### src/rtl/modexp_pkg.sv
package modexp_pkg;
  typedef enum logic [2:0] {
    ST_IDLE,
    ST_INIT,
    ST_SQUARE,
    ST_MULTIPLY,
    ST_NEXT_BIT,
    ST_DONE
  } state_t;
endpackage

### src/rtl/modexp_msb_find.sv
module modexp_msb_find #(
  parameter int EW = 16,
  localparam int IW = $clog2(EW)
) (
  input  logic [EW-1:0] vec,
  output logic [IW-1:0] idx,
  output logic          any
);
  always_comb begin
    idx = '0;
    any = 1'b0;
    for (int i = 0; i < EW; i++) begin
      if (vec[i]) begin
        idx = IW'(i);
        any = 1'b1;
      end
    end
  end
endmodule

### src/rtl/modexp_modmul.sv
module modexp_modmul #(
  parameter int W = 16,
  localparam int CW = $clog2(W + 1)
) (
  input  logic         clk,
  input  logic         rst_n,
  input  logic         kick,
  input  logic [W-1:0] a,
  input  logic [W-1:0] b,
  input  logic [W-1:0] n,
  output logic         busy,
  output logic         done,
  output logic [W-1:0] p
);
  logic [W-1:0]  a_q, b_sh, n_q, r;
  logic [CW-1:0] cnt;

  // one bit-serial step: 2r (+a), then at most two subtractions of the modulus
  function automatic logic [W-1:0] mm_step(input logic [W-1:0] acc,
                                           input logic [W-1:0] addend,
                                           input logic         bit_i,
                                           input logic [W-1:0] md);
    logic [W+1:0] t;
    t = {1'b0, acc, 1'b0} + (bit_i ? {2'b00, addend} : '0);
    if (t >= {2'b00, md}) t = t - {2'b00, md};
    if (t >= {2'b00, md}) t = t - {2'b00, md};
    return t[W-1:0];
  endfunction

  always_ff @(posedge clk or negedge rst_n) begin
    if (!rst_n) begin
      a_q  <= '0;
      b_sh <= '0;
      n_q  <= '0;
      r    <= '0;
      cnt  <= '0;
      busy <= 1'b0;
      done <= 1'b0;
    end else begin
      done <= 1'b0;
      if (kick) begin
        a_q  <= a;
        b_sh <= b;
        n_q  <= n;
        r    <= '0;
        cnt  <= CW'(W);
        busy <= 1'b1;
      end else if (busy) begin
        r    <= mm_step(r, a_q, b_sh[W-1], n_q);
        b_sh <= b_sh << 1;
        cnt  <= cnt - 1'b1;
        if (cnt == CW'(1)) begin
          busy <= 1'b0;
          done <= 1'b1;
        end
      end
    end
  end

  assign p = r;
endmodule

### src/rtl/modexp_ctrl.sv
module modexp_ctrl
  import modexp_pkg::*;
#(
  parameter int W  = 16,
  parameter int EW = 16,
  localparam int IW = $clog2(EW)
) (
  input  logic          clk,
  input  logic          rst_n,
  input  logic          start,
  input  logic [W-1:0]  m,
  input  logic [EW-1:0] e,
  input  logic [W-1:0]  n,
  input  logic          mm_done,
  input  logic [W-1:0]  mm_p,
  output state_t        st,
  output logic [W-1:0]  acc,
  output logic [W-1:0]  m_q,
  output logic [EW-1:0] e_q,
  output logic [W-1:0]  n_q,
  output logic          sq_kick,
  output logic          mu_kick,
  output logic [W-1:0]  mm_b
);
  logic [IW-1:0] lead_idx;
  logic          lead_any;
  logic [IW-1:0] idx;

  modexp_msb_find #(.EW(EW)) u_msb (
    .vec (e_q),
    .idx (lead_idx),
    .any (lead_any)
  );

  always_ff @(posedge clk or negedge rst_n) begin
    if (!rst_n) begin
      st      <= ST_IDLE;
      acc     <= '0;
      m_q     <= '0;
      e_q     <= '0;
      n_q     <= '0;
      idx     <= '0;
      sq_kick <= 1'b0;
      mu_kick <= 1'b0;
    end else begin
      sq_kick <= 1'b0;
      mu_kick <= 1'b0;
      unique case (st)
        ST_IDLE: if (start) begin
          m_q <= m;
          e_q <= e;
          n_q <= n;
          st  <= ST_INIT;
        end
        ST_INIT: begin
          if (!lead_any) begin
            acc <= (n_q == W'(1)) ? '0 : W'(1);
            st  <= ST_DONE;
          end else begin
            acc <= m_q;
            if (lead_idx == '0) begin
              st <= ST_DONE;
            end else begin
              idx     <= lead_idx - 1'b1;
              st      <= ST_SQUARE;
              sq_kick <= 1'b1;
            end
          end
        end
        ST_SQUARE: if (mm_done) begin
          acc <= mm_p;
          if (e_q[idx]) begin
            st      <= ST_MULTIPLY;
            mu_kick <= 1'b1;
          end else begin
            st <= ST_NEXT_BIT;
          end
        end
        ST_MULTIPLY: if (mm_done) begin
          acc <= mm_p;
          st  <= ST_NEXT_BIT;
        end
        ST_NEXT_BIT: begin
          if (idx == '0) begin
            st <= ST_DONE;
          end else begin
            idx     <= idx - 1'b1;
            st      <= ST_SQUARE;
            sq_kick <= 1'b1;
          end
        end
        ST_DONE: st <= ST_IDLE;
        default: st <= ST_IDLE;
      endcase
    end
  end

  assign mm_b = (st == ST_MULTIPLY) ? m_q : acc;
endmodule

### src/rtl/modexp_lr.sv
module modexp_lr
  import modexp_pkg::*;
#(
  parameter int W  = 16,
  parameter int EW = 16
) (
  input  logic          clk,
  input  logic          rst_n,
  input  logic          start,
  input  logic [W-1:0]  m,
  input  logic [EW-1:0] e,
  input  logic [W-1:0]  n,
  output logic          busy,
  output logic          done,
  output logic [W-1:0]  c
);
  state_t        st;
  logic [W-1:0]  acc, m_q, n_q, mm_b, mm_p;
  logic [EW-1:0] e_q;
  logic          sq_kick, mu_kick, mm_kick, mm_busy, mm_done;

  modexp_ctrl #(.W(W), .EW(EW)) u_ctrl (
    .clk     (clk),
    .rst_n   (rst_n),
    .start   (start),
    .m       (m),
    .e       (e),
    .n       (n),
    .mm_done (mm_done),
    .mm_p    (mm_p),
    .st      (st),
    .acc     (acc),
    .m_q     (m_q),
    .e_q     (e_q),
    .n_q     (n_q),
    .sq_kick (sq_kick),
    .mu_kick (mu_kick),
    .mm_b    (mm_b)
  );

  assign mm_kick = sq_kick | mu_kick;

  modexp_modmul #(.W(W)) u_mul (
    .clk   (clk),
    .rst_n (rst_n),
    .kick  (mm_kick),
    .a     (acc),
    .b     (mm_b),
    .n     (n_q),
    .busy  (mm_busy),
    .done  (mm_done),
    .p     (mm_p)
  );

  assign busy = (st != ST_IDLE);
  assign done = (st == ST_DONE);
  assign c    = acc;
endmodule

### config.mk
export PLATFORM = sky130hd
export DESIGN_NAME = modexp_lr
export DESIGN_NICKNAME = d
export VERILOG_FILES = /design/src/rtl/modexp_pkg.sv /design/src/rtl/modexp_msb_find.sv /design/src/rtl/modexp_modmul.sv /design/src/rtl/modexp_ctrl.sv /design/src/rtl/modexp_lr.sv
export SDC_FILE = /design/constraint.sdc
export NUM_CORES = 1
export LEC_CHECK = 0
export ABC_AREA = 1
export BUFFER_PORTS_ARGS = -buffer_cell sky130_fd_sc_hd__buf_2
export CAP_MARGIN = 30
export CELL_PAD_IN_SITES_DETAIL_PLACEMENT = 1
export CELL_PAD_IN_SITES_GLOBAL_PLACEMENT = 1
export CORE_MARGIN = 1.5
export CORE_UTILIZATION = 30
export CTS_CLUSTER_DIAMETER = 40
export CTS_CLUSTER_SIZE = 30
export DETAILED_ROUTE_END_ITERATION = 12
export PLACE_DENSITY = 0.54
export SYNTH_ARGS = -nofsm -noshare
export SYNTH_HDL_FRONTEND = slang
export SYNTH_SLANG_ARGS = --single-unit
### constraint.sdc
create_clock -name clk -period 14.9 [get_ports clk]
set_input_delay 3.725 -clock clk [delete_from_list [all_inputs] [get_ports clk]]
set_output_delay 3.725 -clock clk [all_outputs]
set_load 0.02 [all_outputs]
; Yosys cells after proc, flatten, opt, wreduce, memory -nomap -nowiden
; Cells that the tools add are included.
[word_totals]
ff_bits = 144
[classes]
addsub = 6
magnitude_cmp = 3
n_eq_ne = 14
muxes = 74
bitwise = 1
n_reduce_logical = 12
[op_table]
columns = op, count
row1 = $mux 16, 9
row2 = $mux 4, 17
row3 = $mux 18, 3
row4 = $ge 18x16->1, 2
row5 = $pmux 16 s2, 1
row6 = $mux 1, 31
row7 = $mux 3, 7
row8 = $add 17x18->18, 1
row9 = $sub 18x16->18, 1
row10 = $eq 16x1->1 const B, 1
row11 = $sub 16x16->16, 1
row12 = $pmux 3 s5, 1
row13 = $mux 5, 2
row14 = $logic_not 4->1, 2
row15 = $ne 2x1->1 const B, 4
row16 = $pmux 4 s2, 1
row17 = $sub 4x1->4 const B, 2
row18 = $eq 3x2->1 const B, 2
row19 = $eq 3x3->1 const B, 2
row20 = $ne 2x2->1 const B, 3
row21 = $reduce_bool 2->1, 3
row22 = $eq 5x1->1 const B, 1
row23 = $lt 4x5->1 const B, 1
row24 = $sub 5x1->5 const B, 1
row25 = 10 further kinds, 11

; Depth between registers and ports, before layout
; Gate-level depths: netlist of the first run.
[depth]
word_depth = 19
mapped_depth = 40
ltp_nobuf = 36

; Hierarchy
; A second synthesis of the first run with hierarchy kept.
[unflattened]
hier_cells = 1291
area_unflattened_um2 = 9779.4
[modules_own_cells]
columns = module, instances, cells_each, area_each_um2
row1 = modexp_modmul, 1, 859, 5884.4
row2 = modexp_ctrl, 1, 378, 3664.8
row3 = modexp_msb_find, 1, 48, 205.2
row4 = modexp_lr, 1, 6, 25.0

; Worst setup path after synthesis of the first run
; Ideal clock, no wire load.
[synth_timing]
kind = flip-flop to flip-flop
start = reg u_mul.b_sh[15]
end = reg u_mul.r[12], in the netlist u_mul.p[12]
setup_time_ns = 0.118
arrival_ns = 5.418
slack_ns = 9.364
stages_incl_launch_ff = 35
synth_period_minus_slack_ns = 5.536
path_cell_list = dfrtp_1 clkbuf_1 clkbuf_1 nand2_1 inv_1 ha_1 fa_1 nand3_1 nand2_1 nand4_1 nand2_1 a21boi_0 xor2_1 inv_1 ha_1 a21oi_1 o21ai_0 a21oi_1 nand2_1 nand2_1 nand4_4 clkbuf_1 nand2_1 nand2_1 ha_1 fa_1 o21ai_0 a21oi_1 o21ai_0 a21boi_0 o21ai_0 xnor2_1 nand2_1 nand3_1 nand2_1
[synth_between]
elab_chain_len = 10
elab_cells_between_ends = 12
[synth_lines]
columns = item, line
row1 = from (decl), modexp_modmul.sv:15  ; logic [W-1:0] a_q, b_sh, n_q, r;
row2 = from (signal assigned), modexp_modmul.sv:50  ; b_sh <= b_sh << 1;
row3 = $mux 16 *, modexp_modmul.sv:24  ; t = {1'b0, acc, 1'b0} + (bit_i ? {2'b00, addend} : '0);
row4 = $add 17x18->18 *, modexp_modmul.sv:24
row5 = $sub 18x16->18 or $ge 18x16->1 (tied branches), modexp_modmul.sv:25  ; if (t >= {2'b00, md}) t = t - {2'b00, md};
row6 = $mux 18 *, modexp_modmul.sv:25
row7 = $mux 18 *, modexp_modmul.sv:48  ; end else if (busy) begin
row8 = $mux 18 *, modexp_modmul.sv:41  ; if (kick) begin
row9 = $sub 16x16->16 or $ge 18x16->1 (tied branches), modexp_modmul.sv:26  ; if (t >= {2'b00, md}) t = t - {2'b00, md};
row10 = $mux 16 *, modexp_modmul.sv:26
row11 = $mux 16 *, modexp_modmul.sv:48
row12 = $mux 16 *, modexp_modmul.sv:41
row13 = to (signal assigned), modexp_modmul.sv:49  ; r <= mm_step(r, a_q, b_sh[W-1], n_q);
row14 = to (decl), modexp_modmul.sv:15
; Mark *: on every way between the ends. The rest lies on a longest branch, timed or not. The select of a mux whose other input is x is not followed.
; A chain may end at the register's enable or synchronous reset.

; Worst setup path after layout of the first run
; Ends and elaborated chain as after synthesis.

==> results of run 1 <==
-- kinds of logic after synthesis --
family / synth area share (%)
and+or+nand+nor: 20.9
AOI/OAI and AO/OA: 17.5
buffers and inverters: 8.99
DFF: 39.6
adders and majority gates: 7.53
xor gates and xnor gates: 3.75
muxes: 1.73
-- path summary, 6_finish.rpt --
path	start	endpoint	slack, ns
min in group asynchronous	rst_n	u_ctrl.e_q[11]$_DFFE_PN0P_	3.38
worst min register to register	u_mul.cnt[3]$_DFFE_PN0P_	u_mul.cnt[3]$_DFFE_PN0P_	0.47
worst min-delay path	u_mul.cnt[3]$_DFFE_PN0P_	u_mul.cnt[3]$_DFFE_PN0P_	0.47
worst max register to register	u_mul.b_sh[15]$_DFFE_PN0P_	u_mul.p[12]$_DFFE_PN0P_	8.15
worst max-delay path	u_mul.b_sh[15]$_DFFE_PN0P_	u_mul.p[12]$_DFFE_PN0P_	8.15
max in group asynchronous	rst_n	u_ctrl.acc[6]$_DFFE_PN0P_	10.21
-- power breakdown --
group / switching (mW) / total (mW) / internal, mW
registers: 0 / 0.391 / 0.391
logic: 0.00965 / 0.0145 / 0.00489
clock network: 0.204 / 0.430 / 0.226
total: 0.214 / 0.835 / 0.621
-- cell type report --
class | instances | area (um2)
Clock inverter | 15 | 170
Tap cell | 390 | 488
Sequential cell | 144 | 3600
Fill cell | 3680 | 19300
Inverter | 176 | 661
Timing Repair Buffer | 74 | 404
Clock buffer | 17 | 425
Multi-Input combinational cell | 856 | 4700
-- flip-flops by register name, summed over array words and instances (netlist names), 3 cells and up --
signal	cells
u_ctrl.e_q	16
u_ctrl.idx	4
u_ctrl.st	3
u_ctrl.acc	16
u_mul.b_sh	16
u_mul.p	16
u_ctrl.m_q	16
u_mul.n_q	16
u_mul.a_q	16
u_ctrl.n_q	16
u_mul.cnt	5
-- cells in the mapped netlist (all sizes together) (6+ instances only) --
library cell	instances	area (um2)
nand3	66	330
nor4	8	50.1
buf	7	41.3
nand4	7	58.8
nor3	6	30.0
dfrtp	144	3600
inv	175	657
mux2	14	158
xnor2	17	149
o21ai	134	674
nand2	289	1100
clkbuf	31	116
nor2	79	299
a21oi	114	586
ha	50	626
xor2	22	193
a21boi	6	45.0
o221ai	14	123
-- stage by stage --
stage,hold slack (ns),power [mW],std cells,cell area [um2]
after floorplan,0.435,0.398,1214,9100
after global placement,0.453,0.414,1639,9840
after detailed placement,0.472,0.414,1640,9860
after CTS,0.480,0.850,1672,10500
after global routing,0.510,0.867,1672,10500
final,0.472,0.835,1672,10500
-- per-layer routing --
metal / GRT usage [%] / vias to the layer above / share of wire [%]
li1: - / 4084 / -
met1: 27.1 / 3906 / 51
met2: 30.6 / 88 / 46
met3: 2.81 / 15 / 2.3
met4: 3.95 / 0 / 0.86
met5: 0 / - / 0
==> flow_metrics.py, run 1 <==
metrics = {
    "status": {
        "outcome": "completed",
    },
    "sta": {
        "period_share_pct": 45.3,
        "clock-skew-final_ns": 0.0211,
        "fin_ws_ns": 8.15,
        "hold_viol_final": 0,
        "tightest_slew_ns": 0.915,
        "slew_headroom_pct": 38.9,
        "slew_viol_final": 0,
        "rsz0062_at_grt": "no",
        "min_period_ns": 6.75,
        "setup_viol": 0,
        "setup-tns-final_ns": 0,
        "fmax_mhz": 148,
    },
    "finish": {
        "n_antenna_cell": 0,
        "drive_gt1_share_pct": 10.6,
        "areaGrowthSynthToFinish_pct": 14.8,
        "utilization_pct": 35.2,
        "final_common_cell": "nand2_1",
        "nets": 1373,
        "mostFrequentLayoutCells": "284 x nand2_1, 172 x inv_1, 144 x dfrtp_1",
    },
    "place": {
        "place_ws_ns": 8.14,
        "hpwl_um": 21800,
        "place_congestion": 0.857,
        "io_buffer_count": 68,
    },
    "routing": {
        "vias_per_cell": 4.84,
        "drtPass1Iterations": 4,
        "drc_errors": 0,
        "drtIter0Drc": 383,
        "routedWlPerCell_um": 16.8,
        "detail-route-antenna-nets": 0,
        "drt-total-wl_um": 28100,
        "vias": 8093,
    },
    "synth": {
        "synth_nets": 1318,
        "ys_warn_count": 0,
        "synth_area_per_cell_um2": 7.50,
        "netlist_area_um2": 9100,
        "syn_inst": 1214,
        "synth_cell_type_count": 44,
        "synthArstFlopShare_pct": 100,
        "synth_edf_count": 0,
        "synthFlopType": "dfrtp_1",
        "ys_ff_latch": 144,
        "yosysSeqAreaShare_pct": 39.6,
    },
    "clock_tree": {
        "numCtsBuffers": 17,
        "holdBufCountCts": 0,
        "cts.htree.levels": 4,
        "clock_sinks": 144,
        "clk-insertion-delay-late_ns": 0.43,
        "clk_pin_slew_worst_paths_ns": 0.07,
        "clk_path_buf_depth": 2,
        "post_cts_resized": 0,
        "root_buffer": "clkbuf_16",
        "cts_tree": "built",
        "cts_setup_buffers": 0,
    },
    "grt": {
        "grt_pass1_wl_um": 46300,
        "grt_pass1_vias": 8459,
        "grtUsageTotal_pct": 19.1,
        "grt_overflow": 0,
        "grt_max_degree": 90,
        "antenna_found_initial": 0,
    },
    "critical_path": {
        "required_ns": 15.26,
        "cp-end-kind": "flop",
        "critPathSlowestCell": "dfrtp_1",
        "crit_type": "reg -> reg",
        "cp-start-kind": "flop",
        "rr_worst_depth": 32,
        "crit_buf_inv": 3,
        "worstPathArrival_ns": 7.11,
        "crit_cells": 32,
        "crit_family": "compound AO/OA/AOI/OAI gates",
        "cpMostUsedCell": "nand2_1",
        "crit_fanout": 32,
        "worst_path_largest_cell_delay_ns": 0.58,
    },
    "die": {
        "die_h_um": 177,
        "ios": 69,
        "die_w_um": 177,
        "coreArea_um2": 29700,
        "initial_core_util_pct": 30.6,
        "die-area_um2": 31400,
        "num_rows": 63,
    },
    "hold_path": {
        "min-delay-path-class": "reg -> reg",
        "hold_depth": 1,
    },
    "power": {
        "power_density_nw_per_um2": 79.9,
        "peakVddDrop_v": 0.0000675,
        "leakage_nw": 5.70,
    },
    "job": {
        "max_cap_violations": 0,
    },
}
No activity file was read; power rests on OpenSTA's default activity.
==> run 2, diff against run 1 <==
--- a/config.mk
+++ b/config.mk
@@ -5,7 +5,7 @@
 export SDC_FILE = /design/constraint.sdc
 export NUM_CORES = 1
 export LEC_CHECK = 0
-export ABC_AREA = 1
+export ABC_AREA = 0
 export BUFFER_PORTS_ARGS = -buffer_cell sky130_fd_sc_hd__buf_2
 export CAP_MARGIN = 30
 export CELL_PAD_IN_SITES_DETAIL_PLACEMENT = 1
@@ -15,7 +15,7 @@
 export CTS_CLUSTER_DIAMETER = 40
 export CTS_CLUSTER_SIZE = 30
 export DETAILED_ROUTE_END_ITERATION = 12
-export PLACE_DENSITY = 0.54
+export PLACE_DENSITY = 0.51
 export SYNTH_ARGS = -nofsm -noshare
 export SYNTH_HDL_FRONTEND = slang
 export SYNTH_SLANG_ARGS = --single-unit
==> constraint.sdc (replaced) <==
create_clock -name clk -period 6.57 [get_ports clk]
set_input_delay 1.6425 -clock clk [delete_from_list [all_inputs] [get_ports clk]]
set_output_delay 1.6425 -clock clk [all_outputs]
set_load 0.02 [all_outputs]
==> run 2 against run 1 <==
  * Clock-buffer cell count grew 6
  * Power grew 120%
  * Cell count shrank 13%
  * Clock power grew 120%
  * Synthesized cell count shrank 20%
  * Critical path type unchanged
  * Largest power group unchanged
  * Highest routed layer unchanged
==> flow_metrics.py, run 2 <==
metrics = {
    "status": {
        "outcome": "completed",
    },
    "synth": {
        "ys_ff_latch": 144,
        "ys_warn_count": 0,
        "syn_inst": 975,
        "synthTopCellsByArea": "dfrtp_1 40%, mux2_2 7.4%, ha_1 6.9%, nand2_1 6.1%, a21oi_1 4.0%",
        "synth_nets": 1079,
        "synthFlopType": "dfrtp_1",
        "synth_area_per_cell_um2": 9.33,
        "synth_edf_count": 0,
        "ys_top_cells_by_count": "149 x nand2_1, 144 x dfrtp_1, 72 x a21oi_1",
        "synth_cell_type_count": 73,
        "synthArstFlopShare_pct": 100,
        "synth.most_common_cell": "nand2_1",
        "synth_top_cell_by_area": "dfrtp_1",
        "netlist_area_um2": 9100,
        "synth_top_cell_area_share_pct": 39.6,
        "yosysSeqAreaShare_pct": 39.6,
    },
    "finish": {
        "areaGrowthSynthToFinish_pct": 19.1,
        "fill_cells": 3381,
        "multi_input_area_um2": 5380,
        "mostFrequentLayoutCells": "149 x nand2_1, 143 x dfrtp_1, 67 x buf_2",
        "nets": 1163,
        "drive_gt1_share_pct": 23.7,
        "final_common_cell": "nand2_1",
        "area.sequential_um2": 3600,
        "final_cells": 1463,
        "utilization_pct": 36.5,
    },
    "clock_tree": {
        "root_buffer": "clkbuf_16",
        "numCtsBuffers": 17,
        "clk_path_buf_depth": 2,
        "clk_pin_slew_worst_paths_ns": 0.06,
        "clock_sinks": 144,
        "cts_tree": "built",
        "holdBufCountCts": 0,
        "clk-insertion-delay-late_ns": 0.43,
        "cts.htree.levels": 4,
    },
    "grt": {
        "grt_pass1_wl_um": 44100,
        "grt_pass1_vias": 7771,
        "grt_max_degree": 96,
        "antenna_found_initial": 0,
        "grt_overflow": 0,
        "grtUsageTotal_pct": 18.3,
    },
    "critical_path": {
        "critPathSlowestCell": "dfrtp_1",
        "cp-start-kind": "flop",
        "crit_type": "reg -> reg",
        "worstPathArrival_ns": 6.56,
        "worst_path_largest_cell_delay_ns": 0.39,
        "crit_fanout": 13,
        "crit_end": "u_mul.p[5]$_DFFE_PN0P_",
        "cpMostUsedCell": "buf_4",
        "rr_worst_depth": 28,
        "startpoint": "u_mul.b_sh[15]$_DFFE_PN0P_",
        "rr_startpoint": "u_mul.b_sh[15]$_DFFE_PN0P_",
        "required_ns": 6.85,
        "cp-end-kind": "flop",
        "r2r_end": "u_mul.p[5]$_DFFE_PN0P_",
        "r2r_slack_ns": 0.29,
    },
    "die": {
        "initial_core_util_pct": 30.6,
        "die_h_um": 177,
        "num_rows": 63,
        "die-area_um2": 31400,
        "die_w_um": 177,
        "ios": 69,
        "coreArea_um2": 29700,
    },
    "sta": {
        "slew_headroom_pct": 37.0,
        "hold_viol_final": 0,
        "fmax_mhz": 159,
        "min_period_ns": 6.28,
        "setup_viol": 0,
        "slew_viol_final": 0,
        "period_share_pct": 95.7,
        "clock-skew-final_ns": 0.00663,
        "setup-tns-final_ns": 0,
        "tightest_slew_ns": 0.943,
    },
    "power": {
        "switching_power_mw": 0.413,
        "p_int_mw": 1.46,
        "pwr-share-seq_pct": 47.4,
        "peakVddDrop_v": 0.000172,
        "swShare_pct": 22.0,
        "leakage_nw": 5.27,
        "pwr-share-comb_pct": 1.9,
        "power_density_nw_per_um2": 173,
        "p_clk_share_pct": 50.7,
    },
    "routing": {
        "wl_met1_um": 13500,
        "drtPass1Iterations": 5,
        "detail-route-antenna-nets": 0,
        "drt-total-wl_um": 27700,
        "drtIter0Drc": 342,
        "vias_per_cell": 5.11,
        "routedWlPerCell_um": 18.9,
        "highest_layer": "met4",
        "routed-wl-met2_um": 13200,
        "vias": 7482,
        "wl_met3_um": 733,
        "drc_errors": 0,
    },
    "hold_path": {
        "min-delay-path-class": "reg -> reg",
    },
    "place": {
        "place_congestion": 0.812,
        "dp_cells": 1414,
        "io_buffer_count": 68,
        "hpwl_um": 20300,
    },
    "job": {
        "max_cap_violations": 0,
    },
}
[run 2: cell count changes after synthesis, sizes merged, moves of 23 or more]
cell	delta
inv	-143
nand2	-140
o21ai	-64
nand3	-57
mux2	+50
a21oi	-41
nor2	-29
and3	+23
[run 2: kinds of logic (layout without fill, tap and decap cells)]
group,Yosys count,count (layout),synth area share [%]
AND/OR/NAND/NOR,318,319,16.5
AO/OA/AOI/OAI,255,256,17.8
flip-flops,144,144,39.6
multiplexers,84,84,10.8
buffers and inverters,77,172,3.45
adder cells (fa/ha/maj),53,53,7.54
XOR/XNOR,44,44,4.24
other,0,1,0
[run 2: worst min path at each step]
stage / from / to / slack, ns / cells past startpoint
after floorplan: u_mul.a_q[10]$_DFFE_PN0N_ / u_mul.a_q[10]$_DFFE_PN0N_ / 0.43 / 2
after global placement: u_mul.a_q[15]$_DFFE_PN0N_ / u_mul.a_q[15]$_DFFE_PN0N_ / 0.44 / 2
after detailed placement: u_mul.a_q[15]$_DFFE_PN0N_ / u_mul.a_q[15]$_DFFE_PN0N_ / 0.45 / 2
after CTS: u_mul.a_q[15]$_DFFE_PN0N_ / u_mul.a_q[15]$_DFFE_PN0N_ / 0.46 / 2
after global routing: u_mul.a_q[15]$_DFFE_PN0N_ / u_mul.a_q[15]$_DFFE_PN0N_ / 0.48 / 2
final: u_mul.a_q[15]$_DFFE_PN0N_ / u_mul.a_q[15]$_DFFE_PN0N_ / 0.46 / 2
[run 2: power groups by stage]
stage	Combinational (mW)	Clock [mW]	Sequential, mW
6_report	0.0354	0.950	0.887
3_5_place_dp	0.0355	0	0.903
2_1_floorplan	0.000251	0	0.903
5_1_grt	0.0410	1.01	0.886
4_1_cts	0.0354	0.980	0.887
3_3_place_gp	0.0357	0	0.903
[run 2: timing repair]
action / 4_1_cts / 5_1_grt
gates cloned: 0 / 2
pin swaps: 0 / 14
setup buffers: 0 / 13
resized for setup: 2 / 39
endpoints found under the hold margin: 0 / 0
endpoints found under the setup margin: 8 / 16
[run 2: routing by layer]
metal	vias up	global-route usage, %
met3	14	2.92
met4	0	4.17
met2	92	30.1
met5	-	0
li1	3641	-
met1	3735	25.0
[run 2: critical path, delay by kind of cell (launching register included)]
family,cells,cell delay [ns]
DFF,1,0.39
and+or+nand+nor,8,1.17
adders and majority gates,3,1.02
buffers and inverters,4,0.73
muxes,2,0.47
AOI/OAI and AO/OA,10,2.15
xor gates and xnor gates,1,0.19
[run 2: layout make-up]
cell class / instances / share of cell area, %
diodes: 1 / 0.0231
clock buffers: 23 / 4.50
clock inverters: 9 / 0.762
inverters: 32 / 1.11
multi-input cells: 756 / 49.6
flip-flops and latches: 144 / 33.3
well taps: 390 / 4.50
repair buffers: 108 / 6.22
[run 2: through the flow]
step | area (um2) | hold WS (ns) | setup WS (ns) | total power [mW]
after floorplan | 9100 | 0.431 | 0.385 | 0.904
after global placement | 9940 | 0.442 | 0.142 | 0.939
after detailed placement | 9940 | 0.448 | -0.0547 | 0.939
after CTS | 10500 | 0.462 | 0.0399 | 1.90
after global routing | 10800 | 0.484 | -0.0465 | 1.94
final | 10800 | 0.460 | 0.285 | 1.87
